[src/rtl/i2s_rx_pkg.sv]
package i2s_rx_pkg;
  localparam int SLOT_BITS  = 32;
  localparam int FRAME_BITS = 2 * SLOT_BITS;
  localparam int POS_W      = $clog2(FRAME_BITS);
  localparam int SLOT_POS_W = $clog2(SLOT_BITS);

  typedef enum logic {
    CH_LEFT  = 1'b0,
    CH_RIGHT = 1'b1
  } chan_e;
endpackage

[src/rtl/i2s_sck_gen.sv]
module i2s_sck_gen
  import i2s_rx_pkg::*;
#(
  parameter int CLK_DIV = 4
) (
  input  logic             clk_i,
  input  logic             rst_ni,
  output logic             sck_o,
  output logic             rise_o,
  output logic [POS_W-1:0] pos_o
);
  localparam int HALF  = CLK_DIV / 2;
  localparam int CNT_W = (CLK_DIV > 2) ? $clog2(CLK_DIV) : 1;

  logic [CNT_W-1:0] div_q;
  logic             sck_q;
  logic [POS_W-1:0] pos_q;
  logic             at_rise, at_fall;

  assign at_rise = (div_q == CNT_W'(HALF - 1));
  assign at_fall = (div_q == CNT_W'(CLK_DIV - 1));

  always_ff @(posedge clk_i or negedge rst_ni) begin
    if (!rst_ni) begin
      div_q <= '0;
      sck_q <= 1'b0;
      pos_q <= '0;
    end else if (at_fall) begin
      div_q <= '0;
      sck_q <= 1'b0;
      pos_q <= pos_q + 1'b1;
    end else begin
      div_q <= div_q + 1'b1;
      if (at_rise) sck_q <= 1'b1;
    end
  end

  assign sck_o  = sck_q;
  assign rise_o = at_rise;
  assign pos_o  = pos_q;

  assert_pos_on_fall_R2: assert property (@(posedge clk_i) disable iff (!rst_ni)
    !$stable(pos_q) |-> $fell(sck_q));
  assert_sck_rise_once_R1: assert property (@(posedge clk_i) disable iff (!rst_ni)
    $rose(sck_q) |=> sck_q || (CLK_DIV - HALF == 1));
endmodule

[src/rtl/i2s_slot_capture.sv]
module i2s_slot_capture
  import i2s_rx_pkg::*;
#(
  parameter int WORD_W = 24
) (
  input  logic              clk_i,
  input  logic              rst_ni,
  input  logic              rise_i,
  input  logic [POS_W-1:0]  pos_i,
  input  logic              sd_i,
  output logic [WORD_W-1:0] left_o,
  output logic [WORD_W-1:0] right_o,
  output logic              valid_o
);
  logic [SLOT_POS_W-1:0] slot_pos;
  chan_e                 chan;
  logic                  take, last;
  logic [WORD_W-1:0]     shift_q, word_nx, left_hold_q, left_q, right_q;
  logic                  valid_q;

  assign slot_pos = pos_i[SLOT_POS_W-1:0];
  assign chan     = chan_e'(pos_i[POS_W-1]);
  // data window: one bit time after the slot boundary, WORD_W bits long
  assign take     = rise_i && (slot_pos != '0) && (slot_pos <= SLOT_POS_W'(WORD_W));
  assign last     = rise_i && (slot_pos == SLOT_POS_W'(WORD_W));
  assign word_nx  = {shift_q[WORD_W-2:0], sd_i};

  always_ff @(posedge clk_i or negedge rst_ni) begin
    if (!rst_ni) begin
      shift_q     <= '0;
      left_hold_q <= '0;
      left_q      <= '0;
      right_q     <= '0;
      valid_q     <= 1'b0;
    end else begin
      if (take) shift_q <= word_nx;
      if (last && chan == CH_LEFT) left_hold_q <= word_nx;
      valid_q <= last && (chan == CH_RIGHT);
      if (last && chan == CH_RIGHT) begin
        left_q  <= left_hold_q;
        right_q <= word_nx;
      end
    end
  end

  assign left_o  = left_q;
  assign right_o = right_q;
  assign valid_o = valid_q;

  assert_valid_single_R6: assert property (@(posedge clk_i) disable iff (!rst_ni)
    valid_q |=> !valid_q);
  assert_valid_in_right_R6: assert property (@(posedge clk_i) disable iff (!rst_ni)
    valid_q |-> pos_i[POS_W-1]);
  assert_left_hold_R6: assert property (@(posedge clk_i) disable iff (!rst_ni)
    !$stable(left_q) |-> valid_q);
  assert_right_hold_R6: assert property (@(posedge clk_i) disable iff (!rst_ni)
    !$stable(right_q) |-> valid_q);
endmodule

[src/rtl/i2s_stereo_rx.sv]
module i2s_stereo_rx
  import i2s_rx_pkg::*;
#(
  parameter int CLK_DIV = 4,
  parameter int WORD_W  = 24
) (
  input  logic              clk_i,
  input  logic              rst_ni,
  input  logic              sd_i,
  output logic              sck_o,
  output logic              ws_o,
  output logic [WORD_W-1:0] left_o,
  output logic [WORD_W-1:0] right_o,
  output logic              valid_o
);
  logic             rise;
  logic [POS_W-1:0] pos;

  i2s_sck_gen #(.CLK_DIV(CLK_DIV)) i_sck_gen (
    .clk_i  (clk_i),
    .rst_ni (rst_ni),
    .sck_o  (sck_o),
    .rise_o (rise),
    .pos_o  (pos)
  );

  i2s_slot_capture #(.WORD_W(WORD_W)) i_capture (
    .clk_i   (clk_i),
    .rst_ni  (rst_ni),
    .rise_i  (rise),
    .pos_i   (pos),
    .sd_i    (sd_i),
    .left_o  (left_o),
    .right_o (right_o),
    .valid_o (valid_o)
  );

  assign ws_o = pos[POS_W-1];

  assert_ws_on_fall_R2: assert property (@(posedge clk_i) disable iff (!rst_ni)
    !$stable(ws_o) |-> $fell(sck_o));
  assert_valid_sck_high_R6: assert property (@(posedge clk_i) disable iff (!rst_ni)
    valid_o |-> $rose(sck_o));
endmodule

[config.mk]
export PLATFORM = sky130hd
export DESIGN_NAME = i2s_stereo_rx
export DESIGN_NICKNAME = d
export VERILOG_FILES = /design/src/rtl/i2s_rx_pkg.sv /design/src/rtl/i2s_sck_gen.sv /design/src/rtl/i2s_slot_capture.sv /design/src/rtl/i2s_stereo_rx.sv
export SDC_FILE = /design/constraint.sdc
export NUM_CORES = 1
export LEC_CHECK = 0
export ABC_AREA = 1
export BUFFER_PORTS_ARGS = -buffer_cell sky130_fd_sc_hd__buf_2
export CAP_MARGIN = 20
export CORE_ASPECT_RATIO = 0.9
export CORE_UTILIZATION = 45
export DETAILED_ROUTE_END_ITERATION = 16
export SLEW_MARGIN = 20
export SYNTH_ARGS = -nofsm -noshare
export SYNTH_HDL_FRONTEND = slang
export SYNTH_SLANG_ARGS = --single-unit
[constraint.sdc]
create_clock -name clk_i -period 2.5 [get_ports clk_i]
set_input_delay 0.25 -clock clk_i [delete_from_list [all_inputs] [get_ports clk_i]]
set_output_delay 0.25 -clock clk_i [all_outputs]
set_load 0.1 [all_outputs]
# Word-level counts from Yosys, hierarchy flattened
# Cells that the tools add are included.
[totals]
elab_cells = 25
regBits = 105
out_inout_bits = 51
[classes]
addsub = 2
n_reduce_logical = 7
n_eq_ne = 3
magnitude_cmp = 1
mux = 3
n_bitwise = 1
[op_table]
columns = ["cell", "n"]
rows = [
  ["$add A6 B1 Y6 const B", 1],
  ["$eq A5 B5 Y1 const B", 1],
  ["$le A5 B5 Y1 const B", 1],
  ["$logic_and A1 B1 Y1", 5],
  ["$reduce_bool A5 Y1", 1],
  ["$add A2 B1 Y2 const B", 1],
  ["$eq A2 B1 Y1 const B", 1],
  ["$eq A2 B2 Y1 const B", 1],
  ["$mux W1", 2],
  ["$mux W2", 1],
  ["$reduce_bool A2 Y1", 1],
  ["$not A1 Y1", 1],
]

# Depth between registers and ports, before layout
# Gate-level depths: netlist of run 1.
[depth]
ltp_word = 3
ltp_mapped = 10
depth_no_buf = 8

# Cells and area by module
# Synthesis of run 1 repeated with hierarchy kept, for this count alone.
[unflattened]
hier_cells = 464
area_unflattened_um2 = 4301.6
[by_module_without_submodules]
columns = ["module", "instances", "cells_each", "seq_area_each_um2", "area_per_inst_um2"]
rows = [
  ["i2s_slot_capture", 1, 427, 2402.3, 3895.0],
  ["i2s_sck_gen", 1, 37, 225.2, 406.6],
]

# Worst setup path before layout of run 1
# OpenSTA, ideal clock, no wires.
[synth_path]
kind = "register to register"
start = "register i_sck_gen.pos_q[5], in the netlist i_sck_gen.pos_o[5]"
end = "register i_capture.left_q[1], in the netlist i_capture.left_o[1]"
setup_time_ns = 0.067
required_ns = 2.433
arrival_time_ns = 1.820
stages_incl_launch_ff = 6
period_less_slack_ns = 1.886
n_path_buf = 3
slack_ns = 0.614
path_cell_list = "dfrtp_1 > buf_2 > buf_2 > buf_1 > nand3_1 > nand2_1"
[synth_between]
elab_chain_cells = 1
[synth_lines]
columns = ["item", "line", "source"]
rows = [
  ["start: declaration", "i2s_sck_gen.sv:17", "logic [POS_W-1:0] pos_q;"],
  ["start signal: assignment", "i2s_sck_gen.sv:31", "pos_q <= pos_q + 1'b1;"],
  ["$logic_and A1 B1 Y1", "i2s_slot_capture.sv:39", "if (last && chan == CH_RIGHT) begin"],
  ["end signal: assignment", "i2s_slot_capture.sv:40", "left_q <= left_hold_q;"],
  ["end: declaration", "i2s_slot_capture.sv:18", "logic [WORD_W-1:0] shift_q, word_nx, left_hold_q, left_q, right_q;"],
]
# Every way passes these cells.
# A chain may end at the register's enable or synchronous reset.

# Worst setup path in the final report of run 1
[layout_path]
start = "register i_sck_gen.pos_q[0], in the netlist i_sck_gen.pos_o[0]"
end = "register i_capture.left_hold_q[9]"
[layout_between]
elab_chain_cells = 3
[layout_lines]
columns = ["item", "line", "source"]
rows = [
  ["$eq A5 B5 Y1", "i2s_slot_capture.sv:25", "assign last = rise_i && (slot_pos == SLOT_POS_W'(WORD_W));"],
  ["$logic_and A1 B1 Y1", "i2s_slot_capture.sv:25", ""],
  ["$logic_and A1 B1 Y1", "i2s_slot_capture.sv:37", "if (last && chan == CH_LEFT) left_hold_q <= word_nx;"],
  ["end signal: assignment", "i2s_slot_capture.sv:37", ""],
  ["end: declaration", "i2s_slot_capture.sv:18", ""],
]
# Every way passes these cells.

==> results of run 1 <==
## worst min-delay path, delay by kind of cell
| family | cells | cell delay [ns] |
|---|---|---|
| buffers and inverters | 1 | 0.13 |
| AND/OR/NAND/NOR | 2 | 0.13 |
## final cells by class
type / instances / share of cell area
sequential: 105 / 0.550
multi-input combinational: 321 / 0.298
timing repair buffer: 63 / 0.0749
tap: 122 / 0.0320
clock buffer: 12 / 0.0304
inverter: 10 / 0.00786
clock inverter: 4 / 0.00603
## metrics by stage
| step | worst slack, ns | hold WS (ns) |
|---|---|---|
| 2_1_floorplan | 0.614 | -0.0456 |
| 3_3_place_gp | 0.629 | 0.322 |
| 3_5_place_dp | 0.552 | 0.327 |
| 4_1_cts | 0.533 | 0.161 |
| 5_1_grt | 0.355 | 0.191 |
| 6_report | 0.538 | 0.179 |
## Yosys cell counts
cell type / n / share of area
nand4_1: 25 / 0.037
ha_1: 4 / 0.012
nand2_2: 1 / 0.0015
xor2_1: 2 / 0.0041
clkinv_1: 1 / 0.00088
buf_4: 8 / 0.014
nand3_2: 1 / 0.0023
o21ai_0: 2 / 0.0023
buf_2: 8 / 0.0094
buf_6: 3 / 0.0079
nor2_1: 7 / 0.0062
nand3_1: 75 / 0.088
nand2_1: 204 / 0.18
inv_2: 3 / 0.0026
buf_1: 1 / 0.00088
inv_1: 6 / 0.0053
dfrtp_1: 105 / 0.62
clkbuf_1: 13 / 0.011
## metal layers
metal  up-vias  wire (um)
met3         4        395
met1      1541       4520
met4         0         58
met2        64       3750
met5         -          0
li1       1596          -
## power groups by stage
stage	Sequential [mW]	Clock (mW)	Combinational [mW]
4_1_cts	1.72	0.981	0.0531
3_5_place_dp	1.75	0	0.0519
5_1_grt	1.72	1.04	0.0594
6_report	1.72	0.947	0.0503
2_1_floorplan	1.75	0	0.00967
3_3_place_gp	1.75	0	0.0511
## flip-flops by register name, summed over array words and instances, names as in the netlist
name,flops
i_sck_gen.pos_o,6
i_capture.shift_q,23
i_sck_gen.div_q,2
i_capture.left_hold_q,24
i_capture.right_o,24
i_sck_gen.sck_o,1
i_capture.left_o,24
i_capture.valid_o,1
## how the worst max path moves through the flow
stage                                   from                        end  cells after the start
after floorplan           i_sck_gen.pos_o[5]        i_capture.left_o[1]                      5
after global placement    i_sck_gen.pos_o[0]   i_capture.left_hold_q[7]                      8
after detailed placement  i_sck_gen.pos_o[0]   i_capture.left_hold_q[9]                      8
after CTS                 i_sck_gen.pos_o[0]   i_capture.left_hold_q[9]                      8
after global routing      i_sck_gen.pos_o[0]  i_capture.left_hold_q[15]                      8
final                     i_sck_gen.pos_o[0]   i_capture.left_hold_q[9]                      8
## layout by cell type, fill, tap and decap left out, types with 2 or more instances in the layout
cell | Yosys | layout
ha_1 | 4 | 4
clkinvlp_4 | 0 | 2
xor2_1 | 2 | 2
nor2_1 | 7 | 6
o21ai_0 | 2 | 2
inv_1 | 6 | 6
inv_2 | 3 | 3
dfrtp_1 | 105 | 105
clkbuf_1 | 13 | 2
nand2_1 | 204 | 204
buf_2 | 8 | 52
clkbuf_8 | 0 | 10
nand3_1 | 75 | 75
buf_4 | 8 | 9
nand4_1 | 25 | 25
## cells by family after synthesis
kind of cell               Yosys count  synth area share
and+or+nand+nor                    313             0.314
DFF                                105             0.615
buffers and inverters               43            0.0525
adders and majority gates            4            0.0117
AOI/OAI and AO/OA                    2           0.00234
xor gates and xnor gates             2           0.00410
## what timing repair did
action,4_1_cts,5_1_grt
hold endpoints to repair,50,0
setup endpoints to repair,0,0
hold buffers,1,0
==> metrics.yaml, run 1 <==
place:
  placed_cells: 620
  portBuffers: 53
  dp_hpwl_mm: 5.59
  placed_area_um2: 4590
  gp_congestion: 0.742
timing:
  fmax_ghz: 0.510
  rsz0062_at_grt: "false"
  fin_crit_sh: 0.785
  report.final.slew_viol_count: 0
  worst_pin_slew_ns: 0.668
  slew_headroom: 0.554
  tns_ns: 0
  fin_skew_ns: 0.0127
  finalSetupViolations: 0
  hold_violations: 0
  post-route-min-period_ns: 1.96
pwr:
  pwr-share-seq: 0.633
  power.density_nw_per_um2: 569
  sw_frac_of_total: 0.223
  ir_worst_vdd_v: 0.000272
  p_switching_mw: 0.606
  combPwrFrac: 0.019
  leakagePower_nw: 2.74
  p_int_mw: 2.11
  clockPowerShare: 0.349
  fin_total_pwr_mw: 2.71
floorplanning:
  initial_utilization: 0.466
  num_io_pins: 54
  die-width_um: 105
  die_y_um: 94.4
  rows: 33
  coreArea_um2: 9170
  dieArea_um2: 9880
clock_tree:
  cts_sinks: 105
  cts_inserted_buffers: 9
  cts_tree: "yes"
  cts_root_buffer: "clkbuf_8"
  post_cts_buffers: 0
  h-tree-depth: 3
  cts_max_path_buffers: 2
  insertion_delay_ns: 0.36
  clkSlewWorstSetupHoldPaths_ns: 0.10
  post_cts_resized: 0
global_routing:
  grt_pass1_wl_mm: 14.9
  grt_pass1_vias: 2984
  grt_overflow: 0
  use_met2: 0.277
  grt_max_degree: 56
  met1_usage: 0.283
  top_usage_layer: "met1"
  grt_use_total: 0.191
  antenna_found_initial: 0
  globalRouteMet3Util: 0.0428
critical_path:
  critPathKind: "reg2reg"
  start_kind: "flip-flop"
  crit_buf_inv: 2
  critical_path.most_common_cell: "nand2_1"
  endpoint_kind: "flip-flop"
  timing.rr.end: "i_capture.left_hold_q[9]"
  max_stage_delay_ns: 0.43
  required_ns: 2.75
  critPathTopFamily: "simple AND/OR/NAND/NOR gates"
  crit_path_cell_trace: "inv_1, ha_1, nand3_1, nor2_4, buf_4, nand2_2, nand2_1, nand2_1"
  worst_path_max_delay_cell: "dfrtp_1"
  critPathMaxFanout: 36
  r2r_cells: 8
  reg2reg_slack_ns: 0.54
  arrival_ns: 2.21
  r2r-start: "i_sck_gen.pos_o[0]"
drt:
  wl_per_cell_um: 13.7
  via_per_inst: 5.03
  firstDrtPassIters: 4
  vias: 3205
  drc: 0
  routed_wl_mm: 8.72
  ant_nets: 0
  drtIter0Drc: 169
logic_synthesis:
  ys_types: 18
  ys_warn_count: 0
  postSynthRegisterBits: 105
  ys_seq_area_frac: 0.615
  syn_area_per_cell_um2: 9.10
  synth_fp_nets: 476
  syn_area_um2: 4270
  synthCells: 469
min_path:
  min_to: "i_capture.right_o[0]"
  whs_path_depth: 3
  min_from: "sd_i"
  hold_class: "in2reg"
cells_and_area:
  fin_area_um2: 4770
  utilization: 0.521
  regArea_um2: 2630
  stdcell_count: 637
  nFillCells: 904
  syn_to_final_growth_pct: 11.8
  num_antenna_cells: 0
  drive_gt1_frac: 0.159
  nets: 517
  multiInputGateArea_um2: 1430
job:
  cap_violations: 0
status:
  outcome: "complete, no violations"
(Power assumes the default switching activity.)
==> run 2, diff against run 1 <==
- ABC_AREA: 1 -> 0
- clock period: 2.5 -> 2 ns (I/O delays scaled with it)
==> run 2 against run 1 <==
  * Synthesized area shrank 5.7%
  * Utilization up 4.5 points
  * Worst setup slack worse by 0.50 ns
  * Register-to-register slack worse by 0.50 ns
  * Worst hold slack got worse by 0.051 ns
  * Flip-flop and latch count stayed put
  * Clock power rose by 50%
  * Largest cell class unchanged
  * Global-route usage shrank 2.4 points
==> metrics.yaml, run 2 <==
status:
  outcome: "complete, no violations"
pwr:
  leakagePower_nw: 2.61
  ir_worst_vdd_v: 0.000497
  power.density_nw_per_um2: 748
  fin_total_pwr_mw: 3.64
timing:
  post-route-min-period_ns: 1.96
  worst_pin_slew_ns: 0.516
  slew_headroom: 0.656
  hold_violations: 0
  rsz0062_at_grt: "true"
  finalSetupViolations: 0
  fmax_ghz: 0.509
  fin_skew_ns: 0.00800
  fin_crit_sh: 0.982
  report.final.slew_viol_count: 0
job:
  cap_violations: 0
logic_synthesis:
  ys_warn_count: 0
  synth_edf_count: 0
  synth_fp_nets: 249
  postSynthRegisterBits: 105
  synthCells: 242
  ys_types: 20
  syn_area_per_cell_um2: 16.6
  synth_area_leaders: "dfrtp_1 (65%), mux2_2 (24%), mux2_4 (3.4%)"
  yosysTopAreaCellShare: 0.653
  syn_area_um2: 4030
  synthFlopType: "dfrtp_1"
  async_flop_share: 1.00
  netlist_top_cells_count: "dfrtp_1 (105), mux2_2 (86), mux2_4 (9)"
  yosys.area.top_type: "dfrtp_1"
  ys_seq_area_frac: 0.653
  yosysMostFrequentCell: "dfrtp_1"
drt:
  drtIter0Drc: 25
  drc: 0
  firstDrtPassIters: 4
  routed_wl_mm: 6.91
  wl_per_cell_um: 15.8
  vias: 2130
  ant_nets: 0
  via_per_inst: 4.87
clock_tree:
  clkSlewWorstSetupHoldPaths_ns: 0.09
  cts_sinks: 105
  insertion_delay_ns: 0.35
  h-tree-depth: 3
  cts_max_path_buffers: 2
  cts_inserted_buffers: 9
  cts_root_buffer: "clkbuf_8"
  cts_tree: "yes"
cells_and_area:
  final_common_cell: "dfrtp_1"
  fin_area_um2: 4870
  nFillCells: 696
  syn_to_final_growth_pct: 21.0
  most-common-layout-cells: "dfrtp_1 (104), mux2_2 (86), buf_2 (52)"
  utilization: 0.566
  regArea_um2: 2630
  num_antenna_cells: 0
  nets: 321
  drive_gt1_frac: 0.594
  multiInputGateArea_um2: 1330
place:
  dp_hpwl_mm: 4.17
  placed_area_um2: 4520
  gp_congestion: 0.757
  portBuffers: 53
critical_path:
  crit_buf_inv: 2
  critPathMaxFanout: 11
  worst-path-stages: 6
  critPathKind: "reg2reg"
  r2r_cells: 6
  max_stage_delay_ns: 0.48
  arrival_ns: 2.21
  start_kind: "flip-flop"
  crit_path_cell_trace: "inv_1, ha_1, or4b_4, o211ai_4, bufbuf_16, mux2_2"
  critPathTopFamily: "simple AND/OR/NAND/NOR gates"
  worst_path_max_delay_cell: "or4b_4"
  endpoint_kind: "flip-flop"
  required_ns: 2.25
global_routing:
  grt_pass1_wl_mm: 11.6
  grt_max_degree: 49
  antenna_found_initial: 0
  grt_use_total: 0.167
  grt_overflow: 0
  grt_pass1_vias: 2205
min_path:
  whs_path_depth: 2
  hold_class: "in2reg"
floorplanning:
  initial_utilization: 0.468
  rows: 32
  die-width_um: 102
  num_io_pins: 54
  dieArea_um2: 9330
  die_y_um: 91.7
  coreArea_um2: 8610
-- run 2: cell count changes after synthesis, moves of 3 or more --
cell and delta:
buf_2 -3, nand2_1 -201, nand3_1 -75, xnor2_1 +3, nor2_1 -3, clkbuf_1 -10, inv_2 -3, nand4_1 -23
mux2_2 +86, mux2_4 +9, buf_4 -8
-- run 2: cells by family after synthesis --
| group | share of synthesized area |
|---|---|
| buf+inv | 0.0249 |
| simple gates | 0.0208 |
| fa+ha+maj | 0.0124 |
| compound gates | 0.00435 |
| flops | 0.653 |
| mux | 0.274 |
| xor+xnor | 0.0109 |
-- run 2: layer usage --
metal | vias to the layer above | GRT usage | part of all wire
li1 | 989 | - | -
met1 | 1094 | 0.238 | 0.51
met2 | 43 | 0.243 | 0.45
met3 | 4 | 0.0587 | 0.034
met4 | 0 | 0.0435 | 0.010
met5 | - | 0 | 0
-- run 2: cell type report --
type / count / share of cell area
Sequential cell: 105 / 0.540
Timing Repair Buffer: 73 / 0.109
Clock inverter: 5 / 0.0164
Tap cell: 119 / 0.0306
Multi-Input combinational cell: 120 / 0.272
Inverter: 5 / 0.00385
Clock buffer: 10 / 0.0282
-- run 2: repair_timing --
action,in CTS,in global routing
pin swaps,1,1
endpoints found under the hold margin,34,0
resized for setup,4,2
hold buffers,1,0
setup buffers,1,0
setup endpoints to repair,63,38
cloned,3,0
-- run 2: where the power goes --
group | internal [mW] | switching (mW) | total, mW
Clock | 0.731 | 0.690 | 1.42
Sequential | 2.13 | 0.0137 | 2.15
Combinational | 0.0198 | 0.0548 | 0.0746
-- run 2: worst paths after layout --
kind | startpoint | to | slack (ns)
worst max-delay path | i_sck_gen.pos_o[1] | i_capture.shift_q[18] | 0.04
worst min-delay path | sd_i | i_capture.left_hold_q[0] | 0.13
worst max register to register | i_sck_gen.pos_o[1] | i_capture.shift_q[18] | 0.04
worst min register to register | i_capture.left_o[12] | i_capture.left_o[12] | 0.50
max in group asynchronous | rst_ni | i_sck_gen.pos_o[5] | 0.92
min in group asynchronous | rst_ni | i_capture.valid_o | 0.36
-- run 2: through the flow --
stage | worst slack (ns) | instances | hold WS, ns | setup TNS, ns
after floorplan | 0.0178 | 242 | -0.0956 | 0
after global placement | -0.00646 | 417 | 0.199 | -0.0312
after detailed placement | -0.0319 | 417 | 0.201 | -0.302
after CTS | 0.0268 | 437 | 0.109 | 0
after global routing | -0.0562 | 437 | 0.0882 | -0.573
final | 0.0360 | 437 | 0.128 | 0
==> run 3, diff against run 2 <==
- PLACE_DENSITY: not set -> 0.67
- clock period: 2 -> 1.7 ns (I/O delays scaled with it)
==> run 3 against run 2 <==
  * The run now ends with negative setup slack left
  * Clock skew is 0.0038 ns higher
  * Combinational power is 39% higher
  * Critical endpoint is now i_capture.left_o[1]
  * Clock power is 7% higher
==> metrics.yaml, run 3 (synthesized netlist as in run 2, its figures left out) <==
timing:
  report.final.slew_viol_count: 0
  worst_pin_slew_ns: 0.504
  slew_headroom: 0.666
  post-route-min-period_ns: 1.90
  fmax_ghz: 0.527
  finalSetupViolations: 80
  rsz0062_at_grt: "true"
  holdWs_ns: 0.0872
  timing.final.ws_setup_ns: -0.197
  hold_violations: 0
  fin_skew_ns: 0.0118
  fin_crit_sh: 1.12
critical_path:
  start_kind: "flip-flop"
  required_ns: 1.95
  reg2reg_slack_ns: -0.20
  critPathMaxFanout: 11
  endpoint_kind: "flip-flop"
  arrival_ns: 2.15
  critPathKind: "reg2reg"
pwr:
  ir_worst_vdd_v: 0.000386
  power.density_nw_per_um2: 797
  fin_total_pwr_mw: 4.15
  leakagePower_nw: 2.77
drt:
  ant_nets: 0
  firstDrtPassIters: 2
  drc: 0
  vias: 2205
  wl_per_cell_um: 16.6
  drtIter0Drc: 53
  routed_wl_mm: 7.54
  via_per_inst: 4.86
clock_tree:
  insertion_delay_ns: 0.35
  clkSlewWorstSetupHoldPaths_ns: 0.10
  cts_tree: "yes"
  h-tree-depth: 3
  cts_inserted_buffers: 9
  cts_max_path_buffers: 2
  cts_sinks: 105
  cts_root_buffer: "clkbuf_8"
place:
  placed_cells: 425
  dp_hpwl_mm: 4.55
  placed_area_um2: 4740
  portBuffers: 53
  gp_congestion: 0.752
status:
  failed_checks: "negative setup slack"
  outcome: "complete, but fails checks"
floorplanning:
  dieArea_um2: 9330
  die_y_um: 91.7
  coreArea_um2: 8610
  die-width_um: 102
  num_io_pins: 54
  initial_utilization: 0.468
  rows: 32
cells_and_area:
  most-common-layout-cells: "dfrtp_1 (104), buf_2 (52), mux2_2 (49)"
  nets: 337
  multiInputGateArea_um2: 1500
  regArea_um2: 2630
  syn_to_final_growth_pct: 29.5
  drive_gt1_frac: 0.627
  stdcell_count: 454
  utilization: 0.606
  num_antenna_cells: 0
  final_common_cell: "dfrtp_1"
  nFillCells: 653
  fin_area_um2: 5210
global_routing:
  grt_pass1_vias: 2321
  antenna_found_initial: 0
  grt_max_degree: 36
  grt_use_total: 0.177
  grt_overflow: 0
  grt_pass1_wl_mm: 12.2
min_path:
  hold_class: "in2reg"
job:
  cap_violations: 0
-- run 3: cell types whose count changed in the layout (fill, tap and decap cells not counted), moves of 3 or more --
cell    before  now
buf_4       13   21
inv_2        0    3
inv_1        5    2
mux2_2      86   49
buf_12       3    9
mux2_4       9   46
-- run 3: critical path, stage by stage (launching register included) --
cell       delay (ns)
dfrtp_1          0.41
inv_2            0.08
ha_4             0.15
nand2_4          0.05
or4b_4           0.60
clkbuf_16        0.23
mux2_4           0.29
-- run 3: where the power goes --
part | switching (mW) | internal, mW | leakage (nW)
Sequential | 0.0178 | 2.51 | 1.42
Clock | 0.801 | 0.721 | 0.103
Combinational | 0.0653 | 0.0383 | 1.25
-- run 3: repair_timing --
item	4_1_cts	5_1_grt
endpoints found under the hold margin	31	0
hold buffers	1	0
setup buffers	7	2
endpoints found under the setup margin	96	95
pin swaps	2	1
cloned	3	2
gates resized for setup	28	2
-- run 3: final cells by class --
class	instances	share of cell area
Timing Repair Buffer	89	0.139
Tap cell	119	0.0286
Sequential cell	105	0.505
Clock buffer	11	0.0271
Clock inverter	5	0.0103
Multi-Input combinational cell	120	0.287
Inverter	5	0.00360
-- run 3: per-layer routing --
metal / GRT usage / part of all wire / vias up / routed length [um]
met2: 0.279 / 0.49 / 28 / 3680
met4: 0.0725 / 0.016 / 0 / 118
met3: 0.0313 / 0.026 / 10 / 197
met1: 0.241 / 0.47 / 1151 / 3540
li1: - / - / 1016 / -
met5: 0 / 0 / - / 0
-- run 3: path summary, 6_finish.rpt --
check / start / to / cells past startpoint
min reg2reg: i_capture.left_hold_q[1] / i_capture.left_o[1] / 1
min in group asynchronous: rst_ni / i_capture.left_o[21] / 2
max: i_sck_gen.pos_o[1] / i_capture.left_o[1] / 6
min: sd_i / i_capture.left_hold_q[0] / 2
max in group asynchronous: rst_ni / i_sck_gen.pos_o[5] / 3
max reg2reg: i_sck_gen.pos_o[1] / i_capture.left_o[1] / 6
-- run 3: metrics by stage --
step	worst slack (ns)	TNS, ns
3_5_place_dp	-0.369	-21.86
2_1_floorplan	-0.242	-13.14
5_1_grt	-0.228	-15.76
4_1_cts	-0.155	-8.95
3_3_place_gp	-0.310	-16.89
6_report	-0.197	-12.98
